**config.mk**
```make
export PLATFORM = sky130hd
export DESIGN_NAME = nxpc_unit
export DESIGN_NICKNAME = d
export VERILOG_FILES = /design/src/rtl/nxpc_pkg.sv /design/src/rtl/nxpc_decode.sv /design/src/rtl/nxpc_cond.sv /design/src/rtl/nxpc_target.sv /design/src/rtl/nxpc_unit.sv
export SDC_FILE = /design/constraint.sdc
export NUM_CORES = 1
export LEC_CHECK = 0
export BUFFER_PORTS_ARGS = -buffer_cell sky130_fd_sc_hd__clkbuf_2
export CAP_MARGIN = 20
export CORE_MARGIN = 4
export CORE_UTILIZATION = 25
export CTS_CLUSTER_DIAMETER = 50
export CTS_CLUSTER_SIZE = 30
export DETAILED_ROUTE_END_ITERATION = 10
export GPL_TIMING_DRIVEN = 0
export PLACE_DENSITY_LB_ADDON = 0.08
export SYNTH_ARGS = -nofsm -noshare
export SYNTH_HDL_FRONTEND = slang
export SYNTH_SLANG_ARGS = --single-unit
export TNS_END_PERCENT = 1
```
**constraint.sdc**
```tcl
create_clock -name clk_i -period 0.9 [get_ports clk_i]
set_clock_uncertainty 0.05 [all_clocks]
set_input_delay 0 -clock clk_i [delete_from_list [all_inputs] [get_ports clk_i]]
set_output_delay 0 -clock clk_i [all_outputs]
set_load 0.05 [all_outputs]
```
**src/rtl/nxpc_pkg.sv**
```systemverilog
package nxpc_pkg;
  localparam int unsigned ILEN = 32;
  localparam int unsigned OPW  = 6;
  localparam int unsigned BOFW = 16;
  localparam int unsigned JOFW = 26;

  localparam logic [OPW-1:0] OP_J    = 6'h02;
  localparam logic [OPW-1:0] OP_JAL  = 6'h03;
  localparam logic [OPW-1:0] OP_BZ   = 6'h04;
  localparam logic [OPW-1:0] OP_BNZ  = 6'h05;
  localparam logic [OPW-1:0] OP_BFT  = 6'h06;
  localparam logic [OPW-1:0] OP_BFF  = 6'h07;
  localparam logic [OPW-1:0] OP_RFE  = 6'h10;
  localparam logic [OPW-1:0] OP_TRAP = 6'h11;
  localparam logic [OPW-1:0] OP_JR   = 6'h12;
  localparam logic [OPW-1:0] OP_JALR = 6'h13;

  typedef enum logic [2:0] {K_SEQ, K_BR, K_JREL, K_JREG, K_TRAP} kind_e;
  typedef enum logic [1:0] {C_ZERO, C_NZERO, C_FPT, C_FPF} cond_e;

  typedef struct packed {
    kind_e kind;
    cond_e cond;
    logic  link;
  } ctrl_t;
endpackage

```
**src/rtl/nxpc_decode.sv**
```systemverilog
module nxpc_decode
  import nxpc_pkg::*;
(
  input  logic [OPW-1:0] opcode_i,
  output ctrl_t          ctrl_o
);
  always_comb begin
    ctrl_o = '{kind: K_SEQ, cond: C_ZERO, link: 1'b0};
    unique case (opcode_i)
      OP_J:    ctrl_o.kind = K_JREL;
      OP_JAL:  begin ctrl_o.kind = K_JREL; ctrl_o.link = 1'b1; end
      OP_BZ:   begin ctrl_o.kind = K_BR; ctrl_o.cond = C_ZERO;  end
      OP_BNZ:  begin ctrl_o.kind = K_BR; ctrl_o.cond = C_NZERO; end
      OP_BFT:  begin ctrl_o.kind = K_BR; ctrl_o.cond = C_FPT;   end
      OP_BFF:  begin ctrl_o.kind = K_BR; ctrl_o.cond = C_FPF;   end
      OP_RFE:  ctrl_o.kind = K_JREG;
      OP_TRAP: ctrl_o.kind = K_TRAP;
      OP_JR:   ctrl_o.kind = K_JREG;
      OP_JALR: begin ctrl_o.kind = K_JREG; ctrl_o.link = 1'b1; end
      default: ;
    endcase
  end
endmodule

```
**src/rtl/nxpc_cond.sv**
```systemverilog
module nxpc_cond
  import nxpc_pkg::*;
#(
  parameter int unsigned XLEN = 32
) (
  input  cond_e           cond_i,
  input  logic [XLEN-1:0] opnd_i,
  input  logic            fp_flag_i,
  output logic            hit_o
);
  logic is_zero;
  assign is_zero = (opnd_i == '0);

  always_comb begin
    unique case (cond_i)
      C_ZERO:  hit_o = is_zero;
      C_NZERO: hit_o = !is_zero;
      C_FPT:   hit_o = fp_flag_i;
      C_FPF:   hit_o = !fp_flag_i;
      default: hit_o = 1'b0;
    endcase
  end
endmodule

```
**src/rtl/nxpc_target.sv**
```systemverilog
module nxpc_target
  import nxpc_pkg::*;
#(
  parameter int unsigned XLEN = 32
) (
  input  logic [XLEN-1:0] pc_i,
  input  logic [JOFW-1:0] field_i,
  output logic [XLEN-1:0] seq_o,
  output logic [XLEN-1:0] br_o,
  output logic [XLEN-1:0] jrel_o,
  output logic [XLEN-1:0] trap_o,
  output logic [XLEN-1:0] link_o
);
  localparam int unsigned BEXT = XLEN - BOFW;
  localparam int unsigned JEXT = XLEN - JOFW;
  localparam logic [XLEN-1:0] STEP = XLEN'(ILEN / 8);

  logic [XLEN-1:0] boff, joff;

  assign boff   = {{BEXT{field_i[BOFW-1]}}, field_i[BOFW-1:0]};
  assign joff   = {{JEXT{field_i[JOFW-1]}}, field_i};
  assign seq_o  = pc_i + STEP;
  assign br_o   = seq_o + boff;
  assign jrel_o = seq_o + joff;
  assign trap_o = {{JEXT{1'b0}}, field_i};
  assign link_o = seq_o + STEP;  // skip the delay slot
endmodule

```
**src/rtl/nxpc_unit.sv**
```systemverilog
module nxpc_unit
  import nxpc_pkg::*;
#(
  parameter int unsigned XLEN = 32
) (
  input  logic            clk_i,
  input  logic            rst_ni,
  input  logic [XLEN-1:0] pc_i,
  input  logic [ILEN-1:0] instr_i,
  input  logic [XLEN-1:0] opnd_i,
  input  logic            fp_flag_i,
  output logic [XLEN-1:0] next_pc_o,
  output logic            taken_o,
  output logic            link_we_o,
  output logic [XLEN-1:0] link_val_o
);
  ctrl_t           ctrl;
  logic            hit;
  logic [XLEN-1:0] seq_pc, br_pc, jrel_pc, trap_pc, link_pc;
  logic [XLEN-1:0] nxt_d, lval_d;
  logic            tk_d;

  nxpc_decode u_dec (
    .opcode_i (instr_i[ILEN-1 -: OPW]),
    .ctrl_o   (ctrl)
  );

  nxpc_cond #(.XLEN(XLEN)) u_cond (
    .cond_i    (ctrl.cond),
    .opnd_i    (opnd_i),
    .fp_flag_i (fp_flag_i),
    .hit_o     (hit)
  );

  nxpc_target #(.XLEN(XLEN)) u_tgt (
    .pc_i    (pc_i),
    .field_i (instr_i[JOFW-1:0]),
    .seq_o   (seq_pc),
    .br_o    (br_pc),
    .jrel_o  (jrel_pc),
    .trap_o  (trap_pc),
    .link_o  (link_pc)
  );

  always_comb begin
    tk_d  = 1'b1;
    nxt_d = seq_pc;
    unique case (ctrl.kind)
      K_BR:    begin tk_d = hit; nxt_d = hit ? br_pc : seq_pc; end
      K_JREL:  nxt_d = jrel_pc;
      K_JREG:  nxt_d = opnd_i;
      K_TRAP:  nxt_d = trap_pc;
      default: tk_d = 1'b0;
    endcase
    lval_d = ctrl.link ? link_pc : '0;
  end

  always_ff @(posedge clk_i or negedge rst_ni) begin
    if (!rst_ni) begin
      next_pc_o  <= '0;
      taken_o    <= 1'b0;
      link_we_o  <= 1'b0;
      link_val_o <= '0;
    end else begin
      next_pc_o  <= nxt_d;
      taken_o    <= tk_d;
      link_we_o  <= ctrl.link;
      link_val_o <= lval_d;
    end
  end

  // marks that the output registers hold a post-reset result
  logic live_q;
  always_ff @(posedge clk_i or negedge rst_ni) begin
    if (!rst_ni) live_q <= 1'b0;
    else         live_q <= 1'b1;
  end

  a_r3_fallthrough: assert property (@(posedge clk_i) disable iff (!rst_ni)
    live_q && !taken_o |-> next_pc_o == $past(pc_i) + XLEN'(4));

  a_r9_link_value: assert property (@(posedge clk_i) disable iff (!rst_ni)
    live_q && link_we_o |-> taken_o && link_val_o == $past(pc_i) + XLEN'(8));

  a_r9_link_quiet: assert property (@(posedge clk_i) disable iff (!rst_ni)
    !link_we_o |-> link_val_o == '0);

  a_r8_reg_target: assert property (@(posedge clk_i) disable iff (!rst_ni)
    live_q && ($past(instr_i[ILEN-1 -: OPW]) == OP_JR ||
               $past(instr_i[ILEN-1 -: OPW]) == OP_JALR)
    |-> taken_o && next_pc_o == $past(opnd_i));

  a_r10_trap_abs: assert property (@(posedge clk_i) disable iff (!rst_ni)
    live_q && $past(instr_i[ILEN-1 -: OPW]) == OP_TRAP
    |-> taken_o && !link_we_o && next_pc_o[XLEN-1:JOFW] == '0);
endmodule

```
**Word level (Yosys, flattened, before mapping)**

Cells that the tools add are included.

- Register bits after elaboration: 66
- Output and inout bits: 66

- $add $sub $neg: 4
- Eq/ne operators: 17
- Multiplexer cells: 8
- Reduce and logical (&&, ||, !) cells: 9

Operators by type and width:

| cell | number |
|---|---|
| $pmux W32 S4 | 1 |
| $add A32 B3 Y32 const B | 2 |
| $add A32 B32 Y32 | 2 |
| $mux W32 | 2 |
| $logic_not A32 Y1 | 1 |
| $eq A6 B3 Y1 const B | 4 |
| $eq A6 B5 Y1 const B | 4 |
| $eq A6 B2 Y1 const B | 2 |
| $pmux W3 S4 | 1 |
| $eq A3 B2 Y1 const B | 2 |
| $pmux W2 S3 | 1 |
| $reduce_or A3 Y1 | 2 |
| $eq A2 B2 Y1 const B | 2 |
| $pmux W1 S4 | 1 |
| $reduce_or A2 Y1 | 2 |
| $reduce_or A4 Y1 | 1 |
| $eq A3 B1 Y1 const B | 1 |
| $eq A3 B3 Y1 const B | 1 |
| $eq A2 B1 Y1 const B | 1 |
| $logic_not A1 Y1 | 2 |
| $logic_not A2 Y1 | 1 |
| $pmux W1 S2 | 1 |
| $mux W1 | 1 |

**Depth between registers and ports, before layout**

- Word-level depth: 6
- Mapped depth: 18
- Gate-level depth less buffers: 16

**By module**

A second synthesis with hierarchy kept.

- Cell total of the unflattened synthesis: 870
- Area total of the unflattened synthesis: 7508.5 um^2

By module, submodules not included:

| module | instances | cells an instance | area an instance (um^2) | seq. area each (um^2) |
|---|---|---|---|---|
| nxpc_target | 1 | 618 | 4366.7 | 0.0 |
| nxpc_unit | 1 | 223 | 2962.8 | 1651.6 |
| nxpc_cond | 1 | 15 | 98.8 | 0.0 |
| nxpc_decode | 1 | 14 | 80.1 | 0.0 |

**Least setup slack after synthesis**

Ideal clock, no wire load.

- Path kind: in2reg
- Start point: in pc_i[8]
- End point: reg next_pc_o[29]
- Library setup time: 0.138 ns
- Arrival: 3.383 ns
- Data required time: 0.712 ns
- Path slack: -2.671 ns
- Stages: 18
- Path buffers: 4
- Cell sequence: buf_2 -> and4_1 -> clkbuf_4 -> nand4_4 -> buf_6 -> nor3_2 -> xor2_1 -> ha_1 -> clkbuf_1 -> or2_2 -> a21oi_1 -> a31oi_1 -> a221o_1 -> o21ai_0 -> a31oi_1 -> xor2_1 -> a222oi_1 -> o21ai_0

- Word-level cells in the longest chain between the ends: 4
- Elaborated cells on any way between the ends: 5
- Those cells by class: add/sub (3); mux (2)

RTL lines:

| what | RTL line | text |
|---|---|---|
| start: declaration | nxpc_unit.sv:8 | `input logic [XLEN-1:0] pc_i,` |
| $add A32 B3 Y32 (*) | nxpc_target.sv:22 | `assign seq_o = pc_i + STEP;` |
| $add A32 B32 Y32 | nxpc_target.sv:23 | `assign br_o = seq_o + boff;` |
| $mux W32 | nxpc_unit.sv:49 | `K_BR: begin tk_d = hit; nxt_d = hit ? br_pc : seq_pc; end` |
| $pmux W32 S4 (*) | nxpc_unit.sv:48 | `unique case (ctrl.kind)` |
| net nxt_d[29] | nxpc_unit.sv:20 | `logic [XLEN-1:0] nxt_d, lval_d;` |
| end signal: assignment | nxpc_unit.sv:65 | `next_pc_o <= nxt_d;` |
| end: declaration | nxpc_unit.sv:12 | `output logic [XLEN-1:0] next_pc_o,` |

The timed path passes the listed nets; every way through them passes the cells marked *.

**Final worst setup path**

- Start point: in pc_i[3]
- End point: reg next_pc_o[31]

The elaborated chain is that of the path after synthesis.

==> results.md <==
- In the final layout, the share of cells above drive strength 1 is 0.408.
- The quantity of hold-fixing buffers added after cts is 21.
- The first global-routing pass estimated 43.7 mm of wire.
- VDD sags by at most 0.676 mV.
- The worst endpoint data arrival time is 3.29 ns.
- Wires add up to 29.1 mm.
- At the end of the flow, the number of nets in the layout was 1211.
- The most used flip-flop cell after synthesis is dfrtp_1.
- The clock network fraction of design power is 0.305.
- Setup repair after global routing could not meet its margin everywhere.
- Synthesis produced 806 cells.
- The slew at the pin closest to its max-slew limit is 0.830 ns.
- In this run the count of I/O pins placed on the die edge is 165.
- For this run, the top clock speed supported by timing is 0.323 GHz.
- The cell at the slowest stage of the critical path is or4_4.
- Cell internal power was estimated by the tool at 7630 uW.
- The highest fanout seen on the critical path is 4.
- STA classifies the critical path startpoint as a primary input.
- The buffer and inverter count on the worst path is 3.
- TritonCTS built the clock tree.
- The clock buffer count from CTS is 9.
- The number of antenna violations at the first check in global routing was 0.
- Hold timing on the final database bottoms out at a slack of -0.0947 ns.
- The final count of hold timing violations is 17.
- The required time of the critical path is 1.09 ns.
- Port buffering added 159 buffers.
- The region available for standard cell placement spans 26100 um2.
- The floorplan step set the die height to 171 um.
- In this run, the number of DRC markers left after iteration 0 of detailed routing was 437.
- The critical path is of the primary input to flop type.
- Dividing the synthesized area by the synthesized cell count gives 8.22 um2.
- The post-layout minimum cycle time is 3.10 ns.
- Yosys mapped a number of flops with a built-in enable equal to 0.
- The switching part of the total is 0.384.
- The growth of design area from synthesis to finish is 65.3%.
- The synthesized design contains 66 register bits.
- The share of total power dissipated in sequential elements is 0.261.
- The run finished, with violations left.
- Max-cap violations in this run came to 0.
- The clock tree synthesis step divided the H-tree into 3 levels.
- The number of different library cells in the post-synthesis netlist is 68.
- Once layout is complete, the utilization of the core stands at 0.420.
- Synthesis produced a netlist with a net count of 960.
- The top cell type by total area after synthesis is dfrtp_1.
- The die is 171 um wide.
- Dividing the detail-routed wire length by the instance count gives 20.8 um.
- The first detailed-routing pass ran for 5 iterations.
- After clock tree synthesis, the clock-pin slew on the worst setup and hold paths is 0.06 ns.
- The die footprint is 29200 um2.
- The final standard cell area without fillers is 11000 um2.
- Measured against its own limit, the worst slew margin works out to 0.444.
- CTS saw 66 sinks.
- 0 antenna diodes ended up in the layout.
- The checks that failed: hold timing, setup timing.
- The total of endpoints with negative setup slack in the final report is 126.
- The share of the Yosys chip area taken by registers is 0.249.
- The family of cells with the greatest summed delay on the critical path is simple AND/OR/NAND/NOR gates.
- The top cell type's share of synthesized area is 0.249.
- The mapped netlist covers 6630 um2.
- The clock passes through at most 2 buffers.
- For this design the ratio of total power to cell area is 1130 nW/um2.
- The initialized floorplan defines 59 standard-cell rows.
- The number of antenna-violating nets in the routed design is 0.
- The via count of the first global-routing pass is 7389.
- By area the synthesized netlist is led by dfrtp_1 25%, ha_1 10%, xnor2_1 5.6%, xor2_1 5.6%, nand2_1 4.5%.
- The total congestion overflow is 0.
- The cell count after placement is 1301.
- After synthesis, the share of flip-flops with an asynchronous set or reset is 1.00.
- Entering global routing, the biggest net connects 39 pins.
- CTS placed an instance of clkbuf_16 at the clock tree root.
- Across all setup checks in the final design, the least slack found is -2.20 ns.
- The total placed instance area is 8000 um2.
- In the finished design, the share of the clock period the worst path needs comes to 3.44.
- Summed over all nets, the switching power comes to 4750 uW.
- Using the TritonRoute via totals, the vias-per-cell ratio works out to 5.26.
- The final estimated routing congestion in global placement is 0.887.
- STA classifies the critical path endpoint as a flop.
- After the flow finishes, the layout carries non-filler instances totaling 1397.
- The warning count from the yosys run is 0.
- In this run the static leakage power is 0.00467 uW.
- Once detailed placement completed, the half-perimeter wirelength came to 21.7 mm.
- The class of the most critical hold timing path is primary input to flop.
- The share of total power dissipated in combinational logic is 0.434.
- The residual DRC count is 0.
- Traced cell by cell, the critical path runs through clkbuf_16 -> ha_4 -> buf_6 -> nand4_1 -> buf_6 -> nor3_4 -> and4_4 -> xor2_4 -> ha_4 -> a21oi_2 -> nor2b_1 -> o21ai_1 -> nand2b_1 -> and3_1 -> a221o_1 -> or4_4 -> a21o_1.
- The largest stage delay on the critical path is 0.53 ns.
- The count of final max-slew check failures is 0.
- For this configuration, the core starts out at a cell density of 0.254.
- The count of vias placed by the detailed router is 7355.
- Across every metal layer, demand over resource in global routing totals 0.195.
-- routing by layer --
metal	vias to the layer above	GRT usage	part of all wire
met5	-	0	0
met4	0	0.0613	0.019
met3	28	0.0270	0.051
met2	216	0.307	0.46
met1	3572	0.277	0.47
li1	3539	-	-
-- path summary, 6_finish.rpt --
kind | end | from | slack [ns] | cells after the start
max in group asynchronous | next_pc_o[28] | rst_ni | 0.18 | 3
min in group asynchronous | link_val_o[7] | rst_ni | 0.06 | 2
worst max-delay path | next_pc_o[31] | pc_i[3] | -2.20 | 17
worst min-delay path | next_pc_o[20] | opnd_i[20] | -0.09 | 3
-- worst min-delay path: stages --
cell and delay [ns]:
clkbuf_2 0.10, a221oi_1 0.07, o221ai_1 0.08
-- cells in the mapped netlist (3+ instances only) --
library cell / number
and2_1: 9
clkbuf_8: 3
inv_1: 20
clkbuf_1: 19
o22ai_1: 8
o31a_1: 3
o31ai_1: 5
o21a_1: 6
nand3b_1: 3
ha_1: 54
and4_1: 5
o211ai_1: 8
xnor2_1: 42
o21bai_1: 5
xor2_1: 42
nand4_1: 19
buf_2: 7
buf_4: 3
and3_1: 16
nor3_1: 19
a21o_1: 19
o21ai_0: 46
a21oi_1: 56
nand2b_1: 6
a31oi_1: 6
a221o_1: 4
nor2_1: 60
or3_1: 7
nor2b_1: 12
a21boi_0: 4
a211oi_1: 9
mux2_2: 3
nand3_1: 35
o221ai_1: 7
and3_2: 4
dfrtp_1: 66
nand2_1: 79
or2_2: 4
a222oi_1: 26
mux2i_1: 3
a221oi_1: 6
nor4_1: 13
-- cell usage in the layout (no fill, tap or decap), types with 8 or more instances in the layout --
master and n:
dlygate4sd3_1 21, nor4_1 9, a21o_1 19, clkbuf_16 11, o21ai_0 30, a21oi_1 38, ha_4 18, nor3_2 8
nand3_1 28, ha_1 32, o211ai_1 8, nand2_1 73, nand4_1 19, buf_8 69, nor2_1 51, a21oi_2 12
and3_1 10, nor3_1 9, inv_1 17, xor2_1 30, buf_6 11, buf_4 63, o21ai_1 12, xnor2_1 26
a222oi_1 26, dfrtp_1 66, clkbuf_2 85, xnor2_4 9, nor2b_1 10
-- final cells by class --
cell class	count	area, um2
buffer	28	283
clock buffer	9	225
clock inverter	7	81.3
fill	2632	15100
inverter	20	77.6
multi-input combinational	686	5930
sequential	66	1650
tap	335	419
timing repair buffer	246	2290
-- sequential cells by signal, summed over array words and instances, names as in the netlist --
name,cells
next_pc_o,32
link_val_o,32
taken_o,1
link_we_o,1
-- power by group through the flow --
stage | registers [uW] | clock network (uW) | logic (uW)
2_1_floorplan | 3790 | 0 | 2170
3_3_place_gp | 3230 | 0 | 4050
3_5_place_dp | 3230 | 0 | 4030
4_1_cts | 3200 | 3900 | 4900
5_1_grt | 3250 | 4000 | 5750
6_report | 3230 | 3780 | 5370
-- what timing repair did --
item / 4_1_cts / 5_1_grt
pin swaps: 52 / 55
gates cloned: 2 / 0
resized for setup: 287 / 185
setup endpoints to repair: 131 / 157
hold endpoints to repair: 95 / 17
setup buffers: 36 / 27
-- through the flow --
stage	hold WS, ns	setup TNS, ns	total power (uW)	setup WS (ns)
2_1_floorplan	-0.346	-82.34	5960	-2.35
3_3_place_gp	0.206	-205.50	7280	-3.62
3_5_place_dp	-0.0582	-147.34	7260	-3.59
4_1_cts	-0.110	-86.28	12000	-2.29
5_1_grt	-0.0913	-89.37	13000	-2.38
6_report	-0.0947	-78.69	12400	-2.20
-- cells by family after synthesis --
logic type	synth area share
AND/OR/NAND/NOR	0.250
XOR/XNOR	0.111
AO/OA/AOI/OAI	0.235
adder cells (fa/ha/maj)	0.105
buffers and inverters	0.0398
multiplexers	0.00963
flip-flops	0.249
Note: power is estimated with default switching activity, not from simulation.
